[src/rtl/adcres_pkg.sv]
package adcres_pkg;
  localparam int DEF_RES_W  = 10;
  localparam int DEF_BYTE_W = 8;
  localparam int WORD_MAX_W = 32;

  typedef enum logic { JUST_RIGHT = 1'b0, JUST_LEFT = 1'b1 } justify_e;

  // Place the stored result in a two-byte word; left layout shifts by pad bits.
  function automatic logic [WORD_MAX_W-1:0] justify_word(
      input logic [WORD_MAX_W-1:0] value,
      input int                    pad,
      input justify_e              mode);
    return (mode == JUST_LEFT) ? (value << pad) : value;
  endfunction

  // Hold state after one cycle of read strobes: the high read closes the pair.
  function automatic logic next_hold(input logic hold, input logic lo, input logic hi);
    return hi ? 1'b0 : (lo ? 1'b1 : hold);
  endfunction

  // Sticky bit with priority of set over clear.
  function automatic logic sticky_next(input logic cur, input logic set, input logic clr);
    return set ? 1'b1 : (clr ? 1'b0 : cur);
  endfunction
endpackage

[src/rtl/adcres_lock.sv]
module adcres_lock
  import adcres_pkg::*;
(
  input  logic clk,
  input  logic rst_n,
  input  logic res_wr,
  input  logic rd_lo,
  input  logic rd_hi,
  output logic hold_on,
  output logic lost_q,
  output logic wr_accept,
  output logic wr_drop
);
  logic hold_q;

  assign hold_on   = hold_q;
  assign wr_accept = res_wr & ~hold_q;
  assign wr_drop   = res_wr &  hold_q;

  always_ff @(posedge clk or negedge rst_n) begin
    if (!rst_n) begin
      hold_q <= 1'b0;
      lost_q <= 1'b0;
    end else begin
      hold_q <= next_hold(hold_q, rd_lo, rd_hi);
      lost_q <= sticky_next(lost_q, wr_drop, rd_hi);
    end
  end
endmodule

[src/rtl/adcres_store.sv]
module adcres_store
  import adcres_pkg::*;
#(
  parameter int RES_W = DEF_RES_W
) (
  input  logic             clk,
  input  logic             rst_n,
  input  logic             wr_accept,
  input  logic             res_wr,
  input  logic             rd_hi,
  input  logic [RES_W-1:0] res_data,
  output logic [RES_W-1:0] stored_q,
  output logic             done_q
);
  always_ff @(posedge clk or negedge rst_n) begin
    if (!rst_n) begin
      stored_q <= '0;
      done_q   <= 1'b0;
    end else begin
      if (wr_accept) stored_q <= res_data;
      done_q <= sticky_next(done_q, res_wr, rd_hi);
    end
  end
endmodule

[src/rtl/adcres_view.sv]
module adcres_view
  import adcres_pkg::*;
#(
  parameter int RES_W  = DEF_RES_W,
  parameter int BYTE_W = DEF_BYTE_W
) (
  input  logic [RES_W-1:0]  stored,
  input  logic              just_left,
  output logic [BYTE_W-1:0] view_hi,
  output logic [BYTE_W-1:0] view_lo
);
  localparam int WORD_W = 2 * BYTE_W;
  localparam int PAD    = WORD_W - RES_W;

  logic [WORD_MAX_W-1:0] word;
  justify_e              mode;

  always_comb begin
    mode    = just_left ? JUST_LEFT : JUST_RIGHT;
    word    = justify_word(WORD_MAX_W'(stored), PAD, mode);
    view_hi = word[WORD_W-1:BYTE_W];
    view_lo = word[BYTE_W-1:0];
  end
endmodule

[src/rtl/adc_result_latch.sv]
module adc_result_latch
  import adcres_pkg::*;
#(
  parameter int RES_W  = DEF_RES_W,
  parameter int BYTE_W = DEF_BYTE_W
) (
  input  logic              clk,
  input  logic              rst_n,
  input  logic [RES_W-1:0]  res_data,
  input  logic              res_wr,
  input  logic              just_left,
  input  logic              rd_lo,
  input  logic              rd_hi,
  output logic [BYTE_W-1:0] byte_hi,
  output logic [BYTE_W-1:0] byte_lo,
  output logic              done_flag,
  output logic              lost_flag
);
  logic             hold_on;
  logic             wr_accept;
  logic             wr_drop;
  logic [RES_W-1:0] stored_q;

  adcres_lock u_lock (
    .clk      (clk),
    .rst_n    (rst_n),
    .res_wr   (res_wr),
    .rd_lo    (rd_lo),
    .rd_hi    (rd_hi),
    .hold_on  (hold_on),
    .lost_q   (lost_flag),
    .wr_accept(wr_accept),
    .wr_drop  (wr_drop)
  );

  adcres_store #(.RES_W(RES_W)) u_store (
    .clk      (clk),
    .rst_n    (rst_n),
    .wr_accept(wr_accept),
    .res_wr   (res_wr),
    .rd_hi    (rd_hi),
    .res_data (res_data),
    .stored_q (stored_q),
    .done_q   (done_flag)
  );

  adcres_view #(.RES_W(RES_W), .BYTE_W(BYTE_W)) u_view (
    .stored   (stored_q),
    .just_left(just_left),
    .view_hi  (byte_hi),
    .view_lo  (byte_lo)
  );
endmodule

[config.mk]
export PLATFORM = sky130hd
export DESIGN_NAME = adc_result_latch
export DESIGN_NICKNAME = d
export VERILOG_FILES = /design/src/rtl/adcres_pkg.sv /design/src/rtl/adcres_lock.sv /design/src/rtl/adcres_store.sv /design/src/rtl/adcres_view.sv /design/src/rtl/adc_result_latch.sv
export SDC_FILE = /design/constraint.sdc
export NUM_CORES = 1
export LEC_CHECK = 0
export BUFFER_PORTS_ARGS = -buffer_cell sky130_fd_sc_hd__buf_2
export CORE_UTILIZATION = 46
export DETAILED_ROUTE_END_ITERATION = 8
export PLACE_DENSITY = 0.77
export SYNTH_ARGS = -nofsm -noshare
export SYNTH_HDL_FRONTEND = slang
export SYNTH_SLANG_ARGS = --single-unit
[constraint.sdc]
create_clock -name clk -period 2.6 [get_ports clk]
set_clock_uncertainty 0.05 [all_clocks]
set_input_delay 0 -clock clk [delete_from_list [all_inputs] [get_ports clk]]
set_output_delay 0 -clock clk [all_outputs]
set_load 0.005 [all_outputs]
-- Word level (Yosys, flattened, before mapping)
Cells that the tools add are included.
- multiplexer cells: 7
- bitwise logic cells: 3
- reductions and logical operators: 3
- operator list (operator ; count):
    $mux W16 ; 1
    $mux W1 ; 6
    $reduce_bool A2 Y1 ; 3
    $and A1 B1 Y1 ; 2
    $not A1 Y1 ; 1
- register bits after elaboration: 13
- logic and storage cells: 17

-- Longest topological paths before layout
Gate-level depths: netlist of run 1.
- depth in word-level cells: 2
- gate-level depth with buffers: 3

-- Modules after synthesis
A second synthesis of run 1 with hierarchy kept.
- cells, all modules: 50
- area, all modules: 691.9 um^2
- by module, submodules not included (module ; times used ; cells an instance ; area each (um^2) ; sequential area each (um^2)):
    adcres_store ; 1 ; 24 ; 447.9 ; 275.3
    adcres_view ; 1 ; 18 ; 157.7 ; 0.0
    adcres_lock ; 1 ; 8 ; 86.3 ; 50.0

-- Worst setup path after synthesis of run 1
OpenSTA, ideal clock, no wires.
- path kind: flip-flop to flip-flop
- start point: register u_lock.hold_q, in the netlist u_lock.hold_on
- end point: register u_store.stored_q[0]
- setup time: 0.125 ns
- data arrival time: 0.961 ns
- required time: 2.425 ns
- path slack: 1.464 ns
- cell stages (with the launch flop): 4
- path buffers: 1
- cells stage by stage: dfrtp_1 -> nor2b_4 -> buf_6 -> mux2_4
- longest elaborated chain between the ends: 2
- ends and longest elaborated chain (what ; RTL line ; source):
    start: declaration ; adcres_lock.sv:14 ; logic hold_q;
    start signal: assignment ; adcres_lock.sv:25 ; hold_q <= next_hold(hold_q, rd_lo, rd_hi);
    $not A1 Y1 ; adcres_lock.sv:17 ; assign wr_accept = res_wr & ~hold_q;
    $and A1 B1 Y1 ; adcres_lock.sv:17 ;
    end signal: assignment ; adcres_store.sv:20 ; if (wr_accept) stored_q <= res_data;
    end: declaration ; adcres_store.sv:12 ; output logic [RES_W-1:0] stored_q,
No other way between the ends.
A chain may end at the register's enable or synchronous reset.

-- Worst setup path in the final report of run 1
Same ends and word-level chain as after synthesis.

==> impl_metrics.env, run 1 <==
export IMPL_synth_seq_area_share_pct=49.3
export IMPL_critPathKind="flop to flop"
export IMPL_ant_nets=0
export IMPL_placed_area_um2=822
export IMPL_synth_nets=64
export IMPL_grt_max_degree=17
export IMPL_ir_drop_mv=0.387
export IMPL_crit_path_max_fanout=10
export IMPL_final_cell_mix="buf_2 (33), dlygate4sd3_1 (14), dfrtp_1 (13)"
export IMPL_dp_cells=93
export IMPL_cts_hold_buf=14
export IMPL_cts_buffers=3
export IMPL_rows=13
export IMPL_ctsHtreeMaxLevel=1
export IMPL_final_cells=111
export IMPL_startpoint="u_lock.hold_on"
export IMPL_timing_final_ws_setup_ns=1.30
export IMPL_worstPathCellList="nor2b_4 -> mux2_4"
export IMPL_final_cell_area_um2=988
export IMPL_synth_area_per_cell_um2=13.7
export IMPL_core_area_um2=1320
export IMPL_synth_top_area_cell="dfrtp_1"
export IMPL_hold_viol_final=0
export IMPL_port_buffers=33
export IMPL_path_delay_family="flip-flops"
export IMPL_cts_setup_buffers=0
export IMPL_route_vias_total=532
export IMPL_wl_per_cell_um=11.8
export IMPL_die_area_um2=1590
export IMPL_overflow=0
export IMPL_die_h_um=39.9
export IMPL_n_antenna_cell=0
export IMPL_cpPeakStageDelay_ns=0.42
export IMPL_final_nets=113
export IMPL_route_detailed_drc=0
export IMPL_gp_congestion=0.621
export IMPL_drive_above_1_share_pct=54.2
export IMPL_gr_usage_all_layers_pct=19.7
export IMPL_clk_insertion_delay_late_ns=0.28
export IMPL_utilization_pct=75.0
export IMPL_cp_required_ns=2.72
export IMPL_reg2reg_slack_ns=1.30
export IMPL_maxSlewViolCount=0
export IMPL_cts_root_buffer="clkbuf_4"
export IMPL_antenna_found_initial=0
export IMPL_via_per_inst=4.79
export IMPL_p_leak_nw=0.516
export IMPL_wirelength_um=1310
export IMPL_pre_cts_slack_ns=1.30
export IMPL_hp_class="input port to async pin"
export IMPL_synth_cell_area_um2=659
export IMPL_synthCells=48
export IMPL_clock_sinks=13
export IMPL_synth_top_area_share_pct=49.3
export IMPL_setup_worst_path_end_class="flop"
export IMPL_drt_initial_drc_count=4
export IMPL_syn_to_final_growth_pct=49.9
export IMPL_cp_buffers_inverters=0
export IMPL_place_detailed_hpwl_um=902
export IMPL_cts_resized=0
export IMPL_power_density_nw_per_um2=523
export IMPL_period_needed_ns=1.30
export IMPL_grt_pass1_wl_um=1900
export IMPL_post_route_period_util_pct=50.0
export IMPL_arrival_ns=1.42
export IMPL_ys_types=12
export IMPL_io_pins=34
export IMPL_timing_fmax_ghz=0.770
export IMPL_cts_tree="yes"
export IMPL_hold_ws_ns=0.0743
export IMPL_tns_ns=0
export IMPL_rsz0062_at_grt="no"
export IMPL_final_common_cell="buf_2"
export IMPL_max_cap_violations=0
export IMPL_synth_area_leaders="dfrtp_1 (49%), mux2_4 (23%), mux2_2 (6.8%), and2_1 (5.7%), nor2b_1 (5.7%)"
export IMPL_p_total_mw=0.517
export IMPL_yosysWarningCount=0
export IMPL_max_slew_margin_rel_pct=72.4
export IMPL_slowest_stage="dfrtp_1"
export IMPL_die_x_um=39.9
export IMPL_ys_seq_elements=13
export IMPL_grt_pass1_vias=467
export IMPL_cp_start_kind="flop"
export IMPL_cts_clk_slew_worst_paths_ns=0.08
export IMPL_setup_viol_count_final=0
export IMPL_clockBufferDepth=2
export IMPL_worst_pin_slew_ns=0.414
export IMPL_rr_startpoint="u_lock.hold_on"
export IMPL_dr_pass1_iters=3
export IMPL_status="complete, no violations"
export IMPL_start_util_pct=50.0
## routing by layer
metal	vias up	track usage, %	share of wire [%]
li1	254	-	-
met1	252	19.4	41
met4	0	7.76	0.99
met3	3	10.2	6.4
met2	23	33.9	52
met5	-	0	0
## power by group
group / total, mW / switching (mW) / internal (mW)
sequential: 0.247 / 0.0186 / 0.229
combinational: 0.145 / 0.0466 / 0.0980
clock: 0.125 / 0.0656 / 0.0596
total: 0.517 / 0.131 / 0.386
## final timing paths
path / cells past startpoint / end
worst min-delay path: 2 / u_store.stored_q[5]
min in group clk: 3 / byte_lo[1]
max in group asynchronous: 2 / u_store.stored_q[2]
worst max register to register: 2 / u_store.stored_q[0]
worst min register to register: 1 / u_store.done_q
worst max-delay path: 2 / u_store.stored_q[0]
## synth_stat cells (all sizes together)
| cell type | number |
|---|---|
| mux2 | 14 |
| dfrtp | 13 |
| nor2b | 7 |
| and2 | 6 |
| clkbuf | 2 |
| nor2 | 2 |
| a21o | 1 |
| a22o | 1 |
| buf | 1 |
| inv | 1 |
## worst reg2reg max path, cell delays in order (launching register included)
cell	delay, ns
dfrtp_1	0.42
nor2b_4	0.38
mux2_4	0.34
## cell type report
| type | instances | area (um^2) |
|---|---|---|
| Fill cell | 96 | 329 |
| Sequential cell | 13 | 325 |
| Multi-Input combinational cell | 31 | 309 |
| Timing Repair Buffer | 47 | 305 |
| Inverter | 1 | 3.75 |
| Clock buffer | 4 | 26.3 |
| Tap cell | 15 | 18.8 |
## flip-flops by register name, summed over array words and instances (netlist names)
register,count
u_store.stored_q,10
u_lock.lost_q,1
u_lock.hold_on,1
u_store.done_q,1
## logic make-up after synthesis
group / after synthesis / share of synthesized area, %
buffers and inverters: 4 / 3.79
AO/OA/AOI/OAI: 2 / 2.66
multiplexers: 14 / 29.6
AND/OR/NAND/NOR: 15 / 14.6
flip-flops: 13 / 49.3
(Power assumes the default switching activity.)
==> inputs of run 2 (changes only) <==
--- a/config.mk
+++ b/config.mk
@@ -5,10 +5,12 @@
 export SDC_FILE = /design/constraint.sdc
 export NUM_CORES = 1
 export LEC_CHECK = 0
+export ABC_AREA = 1
 export BUFFER_PORTS_ARGS = -buffer_cell sky130_fd_sc_hd__buf_2
-export CORE_UTILIZATION = 46
+export CORE_ASPECT_RATIO = 1.25
+export CORE_UTILIZATION = 38
 export DETAILED_ROUTE_END_ITERATION = 8
-export PLACE_DENSITY = 0.77
+export PLACE_DENSITY = 0.68
 export SYNTH_ARGS = -nofsm -noshare
 export SYNTH_HDL_FRONTEND = slang
 export SYNTH_SLANG_ARGS = --single-unit
==> constraint.sdc (replaced) <==
create_clock -name clk -period 1.1 [get_ports clk]
set_clock_uncertainty 0.05 [all_clocks]
set_input_delay 0 -clock clk [delete_from_list [all_inputs] [get_ports clk]]
set_output_delay 0 -clock clk [all_outputs]
set_load 0.005 [all_outputs]
==> run 2 against run 1 <==
Register-to-register slack got worse by 1.2 ns. Via count rose by 27%. Critical path depth is 1 higher. Clock power grew 140%. Worst hold slack lost 0.040 ns.
==> impl_metrics.env, run 2 <==
export IMPL_synth_top_family_by_area="simple AND/OR/NAND/NOR gates"
export IMPL_port_buffers=33
export IMPL_power_density_nw_per_um2=1180
export IMPL_multiInputGateArea_um2=235
export IMPL_gr_usage_all_layers_pct=17.7
export IMPL_rsz0062_at_grt="no"
export IMPL_start_util_pct=41.4
export IMPL_syn_to_final_growth_pct=49.1
export IMPL_cts_tree="yes"
export IMPL_hp_class="input port to flop"
export IMPL_ir_drop_mv=0.637
export IMPL_clock_sinks=13
export IMPL_ctsHtreeMaxLevel=1
export IMPL_grt_pass1_vias=613
export IMPL_muxShareOfSynthArea_pct=0
export IMPL_worstPathCellList="nor2_1 -> a21oi_1 -> buf_2"
export IMPL_io_pins=34
export IMPL_rr_startpoint="u_lock.hold_on"
export IMPL_final_common_cell="buf_2"
export IMPL_slowest_stage="dfrtp_1"
export IMPL_clk_insertion_delay_late_ns=0.28
export IMPL_tns_ns=0
export IMPL_synth_cell_area_um2=654
export IMPL_dr_pass1_iters=5
export IMPL_synth_edff_count=0
export IMPL_synth_fa_ha_area_share_pct=0
export IMPL_gp_congestion=0.782
export IMPL_yosysWarningCount=0
export IMPL_die_area_um2=1890
export IMPL_drt_initial_drc_count=12
export IMPL_grt_pass1_wl_um=2330
export IMPL_synthCells=88
export IMPL_arrival_ns=0.97
export IMPL_drive_above_1_share_pct=28.7
export IMPL_cts_root_buffer="clkbuf_4"
export IMPL_setup_viol_count_final=0
export IMPL_synthSimpleGateAreaFrac_pct=31.0
export IMPL_cts_resized=0
export IMPL_final_cell_area_um2=976
export IMPL_use_met1_pct=18.7
export IMPL_route_vias_total=678
export IMPL_n_antenna_cell=0
export IMPL_wirelength_um=1400
export IMPL_final_cell_mix="buf_2 (33), nand2_1 (27), inv_1 (15)"
export IMPL_worst_pin_slew_ns=0.282
export IMPL_max_cap_violations=0
export IMPL_cts_setup_buffers=0
export IMPL_n_fill_cell=151
export IMPL_synth_most_common_cell="nand2_1"
export IMPL_period_needed_ns=1.02
export IMPL_synth_top_area_cell="dfrtp_1"
export IMPL_reg2reg_slack_ns=0.15
export IMPL_crit_path_max_fanout=3
export IMPL_final_nets=153
export IMPL_hold_viol_final=0
export IMPL_overflow=0
export IMPL_use_met2_pct=30.0
export IMPL_synth_area_per_cell_um2=7.44
export IMPL_clockBufferDepth=2
export IMPL_r2r_end="u_store.stored_q[9]"
export IMPL_status="complete, no violations"
export IMPL_p_leak_nw=0.603
export IMPL_async_flop_share_pct=100
export IMPL_crit_path_end="byte_hi[1]"
export IMPL_cp_start_kind="flop"
export IMPL_max_slew_margin_rel_pct=81.2
export IMPL_via_per_inst=4.40
export IMPL_post_route_period_util_pct=92.9
export IMPL_die_x_um=39.1
export IMPL_reg2regPathDepth=4
export IMPL_die_h_um=48.4
export IMPL_maxSlewViolCount=0
export IMPL_largest_register="u_store.stored_q"
export IMPL_rows=16
export IMPL_grt_max_degree=21
export IMPL_synth_common_cells="nand2_1 (27), inv_1 (15), dfrtp_1 (13)"
export IMPL_seqCellArea_um2=325
export IMPL_busiest_layer="met2"
export IMPL_core_area_um2=1580
export IMPL_synth_area_leaders="dfrtp_1 (50%), nand2_1 (15%), inv_1 (8.6%), nand3_1 (7.6%), nor2_1 (6.9%)"
export IMPL_cpPeakStageDelay_ns=0.39
export IMPL_ant_nets=0
export IMPL_wl_per_cell_um=9.09
export IMPL_synth_compound_area_share_pct=4.97
export IMPL_synth_seq_area_share_pct=49.7
export IMPL_setup_worst_path_end_class="output pin"
export IMPL_timing_fmax_ghz=0.978
export IMPL_place_detailed_hpwl_um=989
export IMPL_met3_usage_pct=2.75
export IMPL_cts_clk_slew_worst_paths_ns=0.08
export IMPL_synth_main_ff_cell="dfrtp_1"
export IMPL_synth_xor_area_share_pct=0
export IMPL_largest_reg_flops=10
export IMPL_ys_types=13
export IMPL_antenna_found_initial=0
export IMPL_critPathKind="flop to output pin"
export IMPL_ys_seq_elements=13
export IMPL_startpoint="u_store.stored_q[9]"
export IMPL_route_detailed_drc=0
export IMPL_placed_area_um2=820
export IMPL_cp_required_ns=1.05
export IMPL_cts_buffers=3
export IMPL_synth_top_area_share_pct=49.7
export IMPL_synth_nets=104
## run 2: per-layer routing
layer | vias to the layer above | wire (um)
met1 | 292 | 600
met3 | 5 | 62
li1 | 358 | -
met2 | 23 | 691
met4 | 0 | 46
met5 | - | 0
## run 2: worst max-delay path, delay by kind of cell (launching register included)
family                 cells  cell delay [ns]
flip-flops                 1             0.39
buffers and inverters      1             0.13
AO/OA/AOI/OAI              1             0.12
AND/OR/NAND/NOR            1             0.05
## run 2: worst min path at each step
| stage | from | end | slack, ns | cells after the start |
|---|---|---|---|---|
| 2_1_floorplan | rst_n | u_lock.hold_on | -0.35 | 0 |
| 3_3_place_gp | rst_n | u_store.stored_q[9] | -0.16 | 1 |
| 3_5_place_dp | rst_n | u_store.stored_q[9] | -0.15 | 1 |
| 4_1_cts | res_wr | u_lock.lost_q | 0.04 | 3 |
| 5_1_grt | res_wr | u_store.stored_q[0] | 0.05 | 3 |
| 6_report | res_wr | u_lock.lost_q | 0.03 | 3 |
## run 2: logic make-up after synthesis
logic type | count (synthesis)
flops | 13
compound gates | 6
buf+inv | 19
simple gates | 50
## run 2: area by class of cell
cell class | count | share of cell area (%)
multi-input cells | 56 | 24.1
inverters | 15 | 5.77
repair buffers | 48 | 31.8
well taps | 18 | 2.31
clock buffers | 4 | 2.69
flip-flops and latches | 13 | 33.3
## run 2: repair_timing
| action | in CTS | in global routing |
|---|---|---|
| hold endpoints to repair | 26 | 0 |
| setup endpoints to repair | 0 | 0 |
| hold buffers | 13 | 0 |
## run 2: stage by stage
step | util (%) | worst slack [ns] | power, mW | instances | hold WS, ns
global route | 61.7 | 0.0205 | 1.23 | 154 | 0.0487
floorplan | - | 0.270 | 0.718 | 88 | -0.346
CTS | 61.7 | 0.0765 | 1.16 | 154 | 0.0386
global placement | 51.8 | 0.199 | 0.826 | 137 | -0.158
detailed placement | 51.8 | 0.166 | 0.832 | 137 | -0.151
finish | 61.7 | 0.0778 | 1.15 | 154 | 0.0347
## run 2: report_power, final
part           switching, mW  internal [mW]  total, mW
sequential            0.0375          0.534      0.572
clock                  0.154          0.141      0.295
combinational          0.140          0.145      0.285
